$ cat src/rtl/sbc_mode_pkg.sv
package sbc_mode_pkg;

  typedef enum logic [2:0] {
    OP_STARTUP = 3'd0,
    OP_NORMAL  = 3'd1,
    OP_STANDBY = 3'd2,
    OP_SLEEP   = 3'd3,
    OP_FLASH   = 3'd4
  } op_state_e;

  localparam logic [2:0] MC_NONE        = 3'b000;
  localparam logic [2:0] MC_NORMAL      = 3'b001;
  localparam logic [2:0] MC_STANDBY     = 3'b010;
  localparam logic [2:0] MC_INIT_FLASH  = 3'b011;
  localparam logic [2:0] MC_SLEEP       = 3'b100;
  localparam logic [2:0] MC_INIT_NORMAL = 3'b101;
  localparam logic [2:0] MC_LEAVE_FLASH = 3'b110;
  localparam logic [2:0] MC_FLASH       = 3'b111;

  localparam logic [3:0] SRC_POWER = 4'b0001;
  localparam logic [3:0] SRC_FLASH = 4'b1010;

  typedef struct packed {
    logic       hit;
    logic       rd_diag;
    logic       ro;
    logic [2:0] mcode;
    logic       sw_dev;
    logic       en;
  } cmd_fields_t;

  // Mode code expected at a given step of the flash-entry sequence
  function automatic logic [2:0] seq_code(input logic [1:0] step);
    return step[0] ? MC_FLASH : MC_NORMAL;
  endfunction

  // Operating mode that follows an accepted mode write
  function automatic op_state_e next_op(input op_state_e cur,
                                        input logic [2:0] code,
                                        input logic flash_ok);
    op_state_e nxt;
    nxt = cur;
    if (cur == OP_FLASH) begin
      if (code == MC_LEAVE_FLASH) nxt = OP_STARTUP;
    end else begin
      case (code)
        MC_NORMAL, MC_INIT_NORMAL: nxt = OP_NORMAL;
        MC_STANDBY:                nxt = OP_STANDBY;
        MC_SLEEP:                  nxt = OP_SLEEP;
        MC_INIT_FLASH:             if (flash_ok) nxt = OP_FLASH;
        default:                   nxt = cur;
      endcase
    end
    return nxt;
  endfunction

endpackage

$ cat src/rtl/sbc_cmd_decode.sv
module sbc_cmd_decode
  import sbc_mode_pkg::*;
#(
  parameter int WORD_W = 16
) (
  input  logic [WORD_W-1:0] cmd_word,
  input  logic              cmd_wr,
  output cmd_fields_t       fields,
  output logic              wr_ok
);
  localparam int ADDR_HI = WORD_W - 1;
  localparam int ADDR_LO = WORD_W - 2;

  always_comb begin
    fields.hit     = cmd_wr && (cmd_word[ADDR_HI:ADDR_LO] == 2'b00);
    fields.rd_diag = cmd_word[13];
    fields.ro      = cmd_word[12];
    fields.mcode   = cmd_word[5:3];
    fields.sw_dev  = cmd_word[2];
    fields.en      = cmd_word[1];
    wr_ok          = fields.hit && !fields.ro && (fields.mcode != MC_NONE);
  end
endmodule

$ cat src/rtl/sbc_flash_seq.sv
module sbc_flash_seq
  import sbc_mode_pkg::*;
#(
  parameter int INIT_WIN_MS = 64
) (
  input  logic       clk,
  input  logic       rst_n,
  input  logic       reg_hit,
  input  logic       wr_ok,
  input  logic [2:0] mcode,
  input  logic       wd_ok,
  input  logic       tick_1ms,
  output logic       seq_fire,
  output logic       win_open
);
  localparam int CNT_W = $clog2(INIT_WIN_MS + 1);
  localparam logic [CNT_W-1:0] CNT_LAST = CNT_W'(INIT_WIN_MS - 1);

  logic [1:0]       step;
  logic             step_match;
  logic [CNT_W-1:0] win_cnt;

  assign step_match = wr_ok && wd_ok && (mcode == seq_code(step));
  assign seq_fire   = step_match && (step == 2'd3);

  always_ff @(posedge clk or negedge rst_n) begin
    if (!rst_n) begin
      step <= '0;
    end else if (reg_hit) begin
      step <= step_match ? step + 2'd1 : 2'd0;
    end
  end

  always_ff @(posedge clk or negedge rst_n) begin
    if (!rst_n) begin
      win_open <= 1'b0;
      win_cnt  <= '0;
    end else if (seq_fire) begin
      win_open <= 1'b1;
      win_cnt  <= '0;
    end else if (tick_1ms && win_open) begin
      if (win_cnt == CNT_LAST) win_open <= 1'b0;
      else                     win_cnt  <= win_cnt + 1'b1;
    end
  end
endmodule

$ cat src/rtl/sbc_mode_regs.sv
module sbc_mode_regs
  import sbc_mode_pkg::*;
(
  input  logic        clk,
  input  logic        rst_n,
  input  cmd_fields_t fields,
  input  logic        wr_ok,
  input  logic        seq_fire,
  input  logic        win_open,
  output op_state_e   op_q,
  output logic        en_q,
  output logic        sw_dev_q,
  output logic        rd_diag_q,
  output logic        rst_req_q,
  output logic [3:0]  rst_src_q
);
  logic flash_ok;
  assign flash_ok = (op_q == OP_STARTUP) && win_open && (rst_src_q == SRC_FLASH);

  always_ff @(posedge clk or negedge rst_n) begin
    if (!rst_n) begin
      op_q      <= OP_STARTUP;
      en_q      <= 1'b0;
      sw_dev_q  <= 1'b0;
      rd_diag_q <= 1'b0;
      rst_req_q <= 1'b0;
      rst_src_q <= SRC_POWER;
    end else begin
      rst_req_q <= 1'b0;
      if (fields.hit) rd_diag_q <= fields.rd_diag;
      if (wr_ok) begin
        en_q     <= fields.en;
        sw_dev_q <= fields.sw_dev;
      end
      if (seq_fire) begin
        op_q      <= OP_STARTUP;
        rst_req_q <= 1'b1;
        rst_src_q <= SRC_FLASH;
      end else if (wr_ok) begin
        op_q <= next_op(op_q, fields.mcode, flash_ok);
      end
    end
  end
endmodule

$ cat src/rtl/sbc_mode_ctrl.sv
module sbc_mode_ctrl
  import sbc_mode_pkg::*;
#(
  parameter int INIT_WIN_MS = 64
) (
  input  logic        clk,
  input  logic        rst_n,
  input  logic [15:0] cmd_word,
  input  logic        cmd_wr,
  input  logic        wd_ok,
  input  logic        tick_1ms,
  output logic [2:0]  op_mode,
  output logic        en_out,
  output logic        sw_dev,
  output logic        rd_diag,
  output logic        sys_rst_req,
  output logic [3:0]  rst_src
);
  cmd_fields_t fields;
  logic        wr_ok;
  logic        seq_fire;
  logic        win_open;
  op_state_e   op_q;

  sbc_cmd_decode #(.WORD_W(16)) u_dec (
    .cmd_word (cmd_word),
    .cmd_wr   (cmd_wr),
    .fields   (fields),
    .wr_ok    (wr_ok)
  );

  sbc_flash_seq #(.INIT_WIN_MS(INIT_WIN_MS)) u_seq (
    .clk      (clk),
    .rst_n    (rst_n),
    .reg_hit  (fields.hit),
    .wr_ok    (wr_ok),
    .mcode    (fields.mcode),
    .wd_ok    (wd_ok),
    .tick_1ms (tick_1ms),
    .seq_fire (seq_fire),
    .win_open (win_open)
  );

  sbc_mode_regs u_regs (
    .clk       (clk),
    .rst_n     (rst_n),
    .fields    (fields),
    .wr_ok     (wr_ok),
    .seq_fire  (seq_fire),
    .win_open  (win_open),
    .op_q      (op_q),
    .en_q      (en_out),
    .sw_dev_q  (sw_dev),
    .rd_diag_q (rd_diag),
    .rst_req_q (sys_rst_req),
    .rst_src_q (rst_src)
  );

  assign op_mode = op_q;
endmodule

$ cat config.mk
export PLATFORM = sky130hd
export DESIGN_NAME = sbc_mode_ctrl
export DESIGN_NICKNAME = d
export VERILOG_FILES = /design/src/rtl/sbc_mode_pkg.sv /design/src/rtl/sbc_cmd_decode.sv /design/src/rtl/sbc_flash_seq.sv /design/src/rtl/sbc_mode_regs.sv /design/src/rtl/sbc_mode_ctrl.sv
export SDC_FILE = /design/constraint.sdc
export NUM_CORES = 1
export LEC_CHECK = 0
export BUFFER_PORTS_ARGS = -buffer_cell sky130_fd_sc_hd__buf_2
export CAP_MARGIN = 40
export CORE_UTILIZATION = 52
export CTS_BUF_LIST = sky130_fd_sc_hd__clkbuf_8
export CTS_CLUSTER_SIZE = 25
export DETAILED_ROUTE_END_ITERATION = 12
export PLACE_DENSITY_LB_ADDON = 0.08
export SYNTH_ARGS = -nofsm -noshare
export SYNTH_HDL_FRONTEND = slang
export SYNTH_SLANG_ARGS = --single-unit
$ cat constraint.sdc
create_clock -name clk -period 2.2 [get_ports clk]
set_input_delay 0.33 -clock clk [delete_from_list [all_inputs] [get_ports clk]]
set_output_delay 0.33 -clock clk [all_outputs]
set_load 0.05 [all_outputs]
==> impl_metrics.ini, run 1 <==
[outcome]
outcome = complete, no violations

[critical_path]
critical_path_class = reg -> reg
worstPathCellList = or3_4, a211oi_4, and3_2, o31ai_1, a21oi_1
critPathLaunchType = flip-flop
endpoint_kind = flip-flop
r2r_slack_ns = 0.36
cpMaxStageDelayCell = dfrtp_1
cpPeakStageDelay_ns = 0.42
r2r-start = u_seq.step[0]
worstPathArrival_ns = 2.02
cp_max_fo = 12
ff2ff_path_depth = 5
r2r-end = u_regs.op_q[1]
required_ns = 2.38

[yosys]
synth_edf_count = 0
synth-seq-cells = 19
ys_types = 41
yosysMostFrequentCell = dfrtp_1
syn-num-nets = 128
synthTopCellsByArea = dfrtp_1 (44%), nor2_1 (5.9%), nand2_1 (4.8%)
ys_seq_area_share_pct = 46.6
synth_cells = 105
synth_top_cell_by_area = dfrtp_1
synth_flop_cell = dfrtp_1
synthArstFlopShare_pct = 100
synth_area_um2 = 1020
netlist.area_leader.share_pct = 44.1
netlist_top_cells_count = dfrtp_1 (18), nor2_1 (16), nand2_1 (13)
yosys_warnings = 0
syn_area_per_cell_um2 = 9.74

[die]
ios = 32
placementRows = 15
core_area_um2 = 1780
die_w_um = 46.3
die_h_um = 46.3
die_area_um2 = 2150
floorplan.initialDensity_pct = 57.3

[sta]
slew_headroom_pct = 61.1
whs_ns = 0.000855
slew_viol_final = 0
finalSetupViolCount = 0
fin_setup_tns_ns = 0
skew_ns = 0.00236
post-route-period-util_pct = 83.6
grt_setup_unrepaired = false
max_freq_mhz = 543
tightest_slew_ns = 0.575
fin_ws_ns = 0.360
hold_violations = 0
min_period_ns = 1.84

[global_routing]
grt_pass1_wl_um = 3310
grt_max_degree = 20
grt.total_usage_pct = 21.7
antenna_found_initial = 0
first_global_vias = 801
grt_overflow = 0

[pwr]
peakVddDrop_v = 0.000549
sw_frac_of_total_pct = 33.8
p_int_uw = 578
pwr-share-seq_pct = 44.7
power_frac_comb_pct = 27.6
p_leak_uw = 0.000613
p_clk_share_pct = 27.6
switchingPower_uw = 295
power_density_nw_per_um2 = 730

[route]
via_count = 837
drc = 0
wl_per_cell_um = 12.3
initialDrtViolationCount = 8
wirelength_um = 1910
firstDrtPassIters = 4
viasPerCell = 5.40
ant_nets = 0

[finish]
multi_input_area_um2 = 508
drive_gt1_share_pct = 28.5
nNetsFinal = 154
seqCellArea_um2 = 477
instances_no_fill = 155
num_antenna_cells = 0
n_fill_cell = 165
syn_to_final_growth_pct = 17.0

[flow_run]
cap_violations = 0

[clocking]
postCtsHoldBufs = 0
root_buffer = clkbuf_8
cts_tree = done
cts_buffer_depth = 2
cts_sinks = 19
postCtsSetupBuffers = 0
cts_resized = 0
clk_latency_ns = 0.25
htree_levels = 1
clkSlewWorstSetupHoldPaths_ns = 0.07
cts_buffers = 3

[place]
dpl.hpwl_um = 1410
dp_worst_setup_slack_ns = 0.300
port-buffer-count = 23
placed_cells = 151
gp_congestion = 0.794

[hold_path]
hold_path.class = in -> async
-- metrics by stage --
| step | area (µm²) | power [µW] | utilization [%] |
|---|---|---|---|
| finish | 1200 | 873 | 67.1 |
| global route | 1200 | 923 | 67.1 |
| CTS | 1200 | 881 | 67.1 |
| detailed placement | 1150 | 638 | 64.5 |
| global placement | 1150 | 631 | 64.5 |
| floorplan | 1020 | 560 | - |
-- cells by family (layout without fill, tap and decap cells) --
kind of cell | count (synthesis) | after routing | synth area share [%]
and+or+nand+nor | 53 | 53 | 26.1
xor gates and xnor gates | 6 | 6 | 5.14
muxes | 3 | 3 | 3.18
DFF | 19 | 19 | 46.6
other | 1 | 1 | 0.367
adders and majority gates | 2 | 2 | 2.45
buffers and inverters | 6 | 31 | 3.67
AOI/OAI and AO/OA | 15 | 15 | 12.5
-- layout make-up --
class	count	share of cell area, %
clock buffer	3	3.45
clock inverter	1	0.418
multi-input combinational	80	42.5
inverter	3	0.941
timing repair buffer	24	10.3
sequential	19	39.9
tap	25	2.62
-- how the worst max path moves through the flow --
stage	start	endpoint	slack, ns	cells past startpoint
after CTS	u_seq.step[0]	u_regs.op_q[1]	0.37	5
after global routing	u_seq.step[0]	u_regs.op_q[1]	0.23	5
final	u_seq.step[0]	u_regs.op_q[1]	0.36	5
after global placement	cmd_word[4]	u_regs.op_q[1]	0.33	6
after detailed placement	cmd_word[4]	u_regs.op_q[1]	0.30	6
after floorplan	u_regs.rst_src_q[1]	u_regs.op_q[0]	0.37	5
-- worst max-delay path: cells and delay by family, from the launching register on --
kind | cells | cell delay (ns)
AO/OA/AOI/OAI | 3 | 0.55
AND/OR/NAND/NOR | 2 | 0.78
flip-flops | 1 | 0.42
-- placed cells by master, fill, tap and decap left out, types with 2 or more instances in the layout --
cell and n:
inv_1 3, ha_1 2, o21ai_0 4, buf_2 23
nor2_1 16, xnor2_1 2, nor2b_1 2, nand4_1 3
xor2_1 4, nand3_1 3, dfrtp_1 18, and3_1 3
clkbuf_8 3, nand2_1 13, mux2_2 2, nor3_1 2
-- registers in the layout, indices dropped and copies added (netlist names) --
name	cells
u_regs.op_q	3
u_regs.rst_src_q	2
u_regs.rd_diag_q	1
u_seq.step	2
u_regs.rst_req_q	1
u_seq.win_cnt	7
u_seq.win_open	1
u_regs.sw_dev_q	1
u_regs.en_q	1
-- metal layers --
metal / up-vias / GRT usage, % / part of all wire (%)
met2: 19 / 36.4 / 47
met3: 4 / 3.14 / 2.8
met1: 397 / 27.7 / 49
li1: 417 / - / -
met4: 0 / 8.24 / 0.94
met5: - / 0 / 0
-- power groups by stage --
stage	sequential, µW	combinational [µW]	clock, µW
global route	392	264	267
global placement	396	235	0
detailed placement	396	241	0
finish	391	241	241
CTS	389	242	250
floorplan	472	87.7	0
No activity file was read; power rests on OpenSTA's default activity.
==> run 2: changes to the inputs <==
clock period = 1.87 ns   (was 2.2 ns; I/O delays follow)
==> run 2 against run 1 <==
Effect of this change:
- global-route usage up 1.6 points
- fmax up 7.0%
- total power up 21%
- non-clock buffer count up 7
- worst setup slack worse by 0.21 ns
- critical path type unchanged
- largest cell class unchanged
==> impl_metrics.ini, run 2 (synthesized netlist as in run 1, its figures left out) <==
[place]
port-buffer-count = 23
dpl.hpwl_um = 1580
placed_cells = 157
gp_congestion = 0.788

[global_routing]
grt_overflow = 0
grt_max_degree = 20
first_global_vias = 816
grt_pass1_wl_um = 3380
grt.total_usage_pct = 23.3
antenna_found_initial = 0

[sta]
post-route-period-util_pct = 92.0
slew_viol_final = 0
finalSetupViolCount = 0
hold_violations = 0
min_period_ns = 1.72
fin_setup_tns_ns = 0
max_freq_mhz = 581
grt_setup_unrepaired = false
whs_ns = 0.209
skew_ns = 0.00215

[die]
die_area_um2 = 2150
ios = 32
placementRows = 15
core_area_um2 = 1780
floorplan.initialDensity_pct = 57.3
die_h_um = 46.3
die_w_um = 46.3

[route]
top_layer = met4
ant_nets = 0
drc = 0
via_count = 877
wl_per_cell_um = 13.2
wirelength_um = 2140
firstDrtPassIters = 4
dr_wl_met3_um = 107
dr_wl_met2_um = 1060
initialDrtViolationCount = 30
met1_length_um = 934
viasPerCell = 5.41

[clocking]
cts_buffers = 3
postCtsHoldBufs = 1
cts_sinks = 19
root_buffer = clkbuf_8
cts_buffer_depth = 2
clkSlewWorstSetupHoldPaths_ns = 0.07
htree_levels = 1
clk_latency_ns = 0.26
cts_tree = done
postCtsSetupBuffers = 0
cts_resized = 0

[hold_path]
hold_path.class = in -> reg
hp-start = cmd_word[13]

[pwr]
p_leak_uw = 0.000644
power_density_nw_per_um2 = 842
power_uw = 1060
peakVddDrop_v = 0.000499

[finish]
drive_gt1_share_pct = 31.4
top_register = u_seq.win_cnt
top_regs = u_seq.win_cnt x7, u_regs.op_q x3
nNetsFinal = 161
instances_no_fill = 162
final_cell_mix = buf_2 (23), dfrtp_1 (18), nor2_1 (16), nand2_1 (13), buf_4 (7)
post-route-util_pct = 70.3
syn_to_final_growth_pct = 22.6
largest_reg_flops = 7
num_antenna_cells = 0
final_common_cell = buf_2

[flow_run]
cap_violations = 0

[critical_path]
critPathLaunchType = flip-flop
critPathLaunch = u_seq.step[0]
r2r-start = u_seq.step[0]
worstPathArrival_ns = 1.87
cp_max_fo = 8
required_ns = 2.02
critical_path_class = reg -> reg
endpoint_kind = flip-flop

[outcome]
outcome = complete, no violations
[run 2: cell count changes in the layout (fill, tap and decap cells not counted), sizes merged]
cell | previous run | this run
dlygate4sd3 | 0 | 1
clkinv | 1 | 0
clkinvlp | 0 | 1
buf | 24 | 30
[run 2: final cells by class]
class | instances | area, µm²
fillers | 132 | 529
clock inverters | 1 | 7.51
repair buffers | 31 | 178
clock buffers | 3 | 41.3
inverters | 3 | 11.3
well taps | 25 | 31.3
multi-input cells | 80 | 508
flip-flops and latches | 19 | 477
[run 2: worst max-delay path, cell delays in order, from the launching register on]
cell	delay [ns]
dfrtp_1	0.42
or3_4	0.39
a211oi_4	0.28
and3_2	0.28
buf_4	0.17
nor2_1	0.06
[run 2: final timing paths]
check / endpoint / slack [ns] / cells past startpoint
max: u_seq.win_cnt[6] / 0.15 / 5
min: u_regs.rd_diag_q / 0.21 / 3
max reg2reg: u_seq.win_cnt[6] / 0.15 / 5
min reg2reg: u_regs.rd_diag_q / 0.48 / 2
max in group asynchronous: u_regs.rst_src_q[0] / 1.04 / 2
min in group asynchronous: u_seq.win_open / 0.51 / 2
[run 2: power by group]
group | switching, µW | total, µW | internal (µW)
clock | 142 | 292 | 150
combinational | 201 | 312 | 111
sequential | 13.8 | 451 | 437
total | 356 | 1060 | 699
[run 2: routing by layer]
metal | global-route usage [%] | vias up
met1 | 28.4 | 410
met4 | 13.5 | 0
met3 | 4.31 | 5
met2 | 37.8 | 34
li1 | - | 428
met5 | 0 | -
[run 2: through the flow]
step / setup slack, ns / cell area [µm²]
global route: 0.0840 / 1250
detailed placement: 0.134 / 1190
finish: 0.150 / 1250
global placement: 0.152 / 1190
CTS: 0.149 / 1250
floorplan: 0.0361 / 1020
==> run 3: changes to the inputs <==
CORE_UTILIZATION = 47   (was 52)
clock period = 1.5 ns   (was 1.87 ns; I/O delays follow)
==> run 3 against run 2 <==
Effect of this change:
- the run now ends with negative setup slack left
- worst setup slack got worse by 0.24 ns
- cell area increased by 14%
- critical path type unchanged
- total power increased by 26%
- cell count increased by 9.9%
- sequential share of layout area decreased by 4.4 points
- utilization increased by 1.0 points
- largest power group unchanged
- critical endpoint is now u_regs.op_q[2]
==> impl_metrics.ini, run 3 (synthesized netlist as in run 1, its figures left out) <==
[critical_path]
worstPathArrival_ns = 1.76
cp_max_fo = 3
cpMaxStageDelayCell = dfrtp_1
worstPathCellList = or3_4, a211oi_4, o2bb2ai_1, o211ai_1, a22oi_1
critical_path_class = reg -> reg
critPathLaunchType = flip-flop
cpPeakStageDelay_ns = 0.38
required_ns = 1.66
endpoint_kind = flip-flop

[flow_run]
cap_violations = 0

[global_routing]
met2_usage_pct = 37.0
grt_overflow = 0
grtUsageMet3_pct = 3.77
grt_max_degree = 20
gr-usage-met1_pct = 28.4
grt_pass1_wl_um = 3940
grt.total_usage_pct = 21.7
antenna_found_initial = 0
busiest_layer = met2
first_global_vias = 919

[route]
firstDrtPassIters = 4
wl_per_cell_um = 12.0
initialDrtViolationCount = 25
viasPerCell = 5.02
wirelength_um = 2140
drc = 0
via_count = 894
ant_nets = 0

[clocking]
root_buffer = clkbuf_8
cts_buffers = 3
cts_sinks = 19
cts_tree = done
clk_latency_ns = 0.25
clkSlewWorstSetupHoldPaths_ns = 0.07
htree_levels = 1
cts_buffer_depth = 2

[die]
floorplan.initialDensity_pct = 51.1
placementRows = 16
die_w_um = 48.6
ios = 32
die_area_um2 = 2370
core_area_um2 = 2000
die_h_um = 48.6

[sta]
fin_ws_ns = -0.0938
slew_viol_final = 0
finalSetupViolCount = 12
min_period_ns = 1.59
max_freq_mhz = 627
post-route-period-util_pct = 106
skew_ns = 0.00251
hold_violations = 0
fin_setup_tns_ns = -0.899
whs_ns = 0.165
grt_setup_unrepaired = true

[place]
dpl.hpwl_um = 1590
gp_congestion = 0.902
placed_area_um2 = 1320
port-buffer-count = 23

[pwr]
switchingPower_uw = 444
p_int_uw = 885
p_clk_share_pct = 26.0
p_leak_uw = 0.000715
peakVddDrop_v = 0.000772
pwr-share-seq_pct = 43.1
power_frac_comb_pct = 30.9
power_density_nw_per_um2 = 931
power_uw = 1330
sw_frac_of_total_pct = 33.4

[finish]
num_antenna_cells = 0
multi_input_area_um2 = 563
nNetsFinal = 175
syn_to_final_growth_pct = 39.7
drive_gt1_share_pct = 46.4
seqCellArea_um2 = 480
n_fill_cell = 161
final_common_cell = buf_2
final_cell_mix = buf_2 (23), buf_4 (18), dfrtp_1 (15), nand2_1 (12), nor2_1 (11)
largest_reg_flops = 7
top_register = u_seq.win_cnt
stdcell_area_um2 = 1430
top_regs = u_seq.win_cnt x7, u_regs.op_q x3

[outcome]
violations = negative setup slack
outcome = finished, violations left

[hold_path]
hold_path.class = in -> reg
## run 3: cell types whose count changed in the layout (fill, tap and decap cells not counted), moves of 3 or more
cell     previous run  this run
buf_4               7        18
dfrtp_2             0         3
nor2_2              0         5
buf_6               0         3
dfrtp_1            18        15
nor2_1             16        11
## run 3: metrics by stage
step | util, % | setup WS (ns) | cells
after CTS | 70.2 | -0.0680 | 178
after global routing | 71.3 | -0.153 | 178
after floorplan | - | -0.141 | 105
after global placement | 65.7 | -0.0781 | 171
after detailed placement | 65.7 | -0.127 | 171
final | 71.3 | -0.0938 | 178
## run 3: timing repair
action	CTS	global route
hold endpoints to repair	18	0
pin swaps	3	2
endpoints found under the setup margin	12	16
resized for setup	7	6
buffers inserted	2	2
hold buffers	1	0
## run 3: area by class of cell
| type | count | area share, % |
|---|---|---|
| multi-input combinational | 80 | 39.4 |
| tap | 27 | 2.37 |
| timing repair buffer | 45 | 20.6 |
| clock buffer | 3 | 2.89 |
| clock inverter | 1 | 0.263 |
| inverter | 3 | 0.789 |
| sequential | 19 | 33.7 |
## run 3: final timing paths
kind / start / to / slack, ns / cells past startpoint
worst min register to register: u_regs.rst_src_q[0] / u_regs.rst_src_q[0] / 0.50 / 1
worst max-delay path: u_seq.step[0] / u_regs.op_q[2] / -0.09 / 5
max in group asynchronous: rst_n / u_regs.rst_src_q[0] / 0.73 / 2
min in group asynchronous: rst_n / u_seq.step[0] / 0.44 / 2
worst min-delay path: cmd_word[13] / u_regs.rd_diag_q / 0.16 / 3
worst max register to register: u_seq.step[0] / u_regs.op_q[2] / -0.09 / 5
## run 3: routing by layer
| layer | routed length [µm] | vias to the layer above | part of all wire, % |
|---|---|---|---|
| met2 | 1040 | 19 | 49 |
| met1 | 1020 | 420 | 48 |
| met4 | 0 | 0 | 0 |
| met3 | 80 | 0 | 3.7 |
| met5 | 0 | - | 0 |
| li1 | - | 455 | - |
## run 3: power groups by stage
stage / Combinational [µW] / Sequential, µW / Clock (µW)
detailed placement: 399 / 583 / 0
global placement: 392 / 581 / 0
global route: 440 / 577 / 376
finish: 411 / 573 / 345
CTS: 407 / 573 / 360
floorplan: 133 / 703 / 0
## run 3: worst max-delay path, delay by kind of cell (launching register included)
family             cells  cell delay [ns]
AOI/OAI and AO/OA      4             0.75
DFF                    1             0.38
and+or+nand+nor        1             0.38
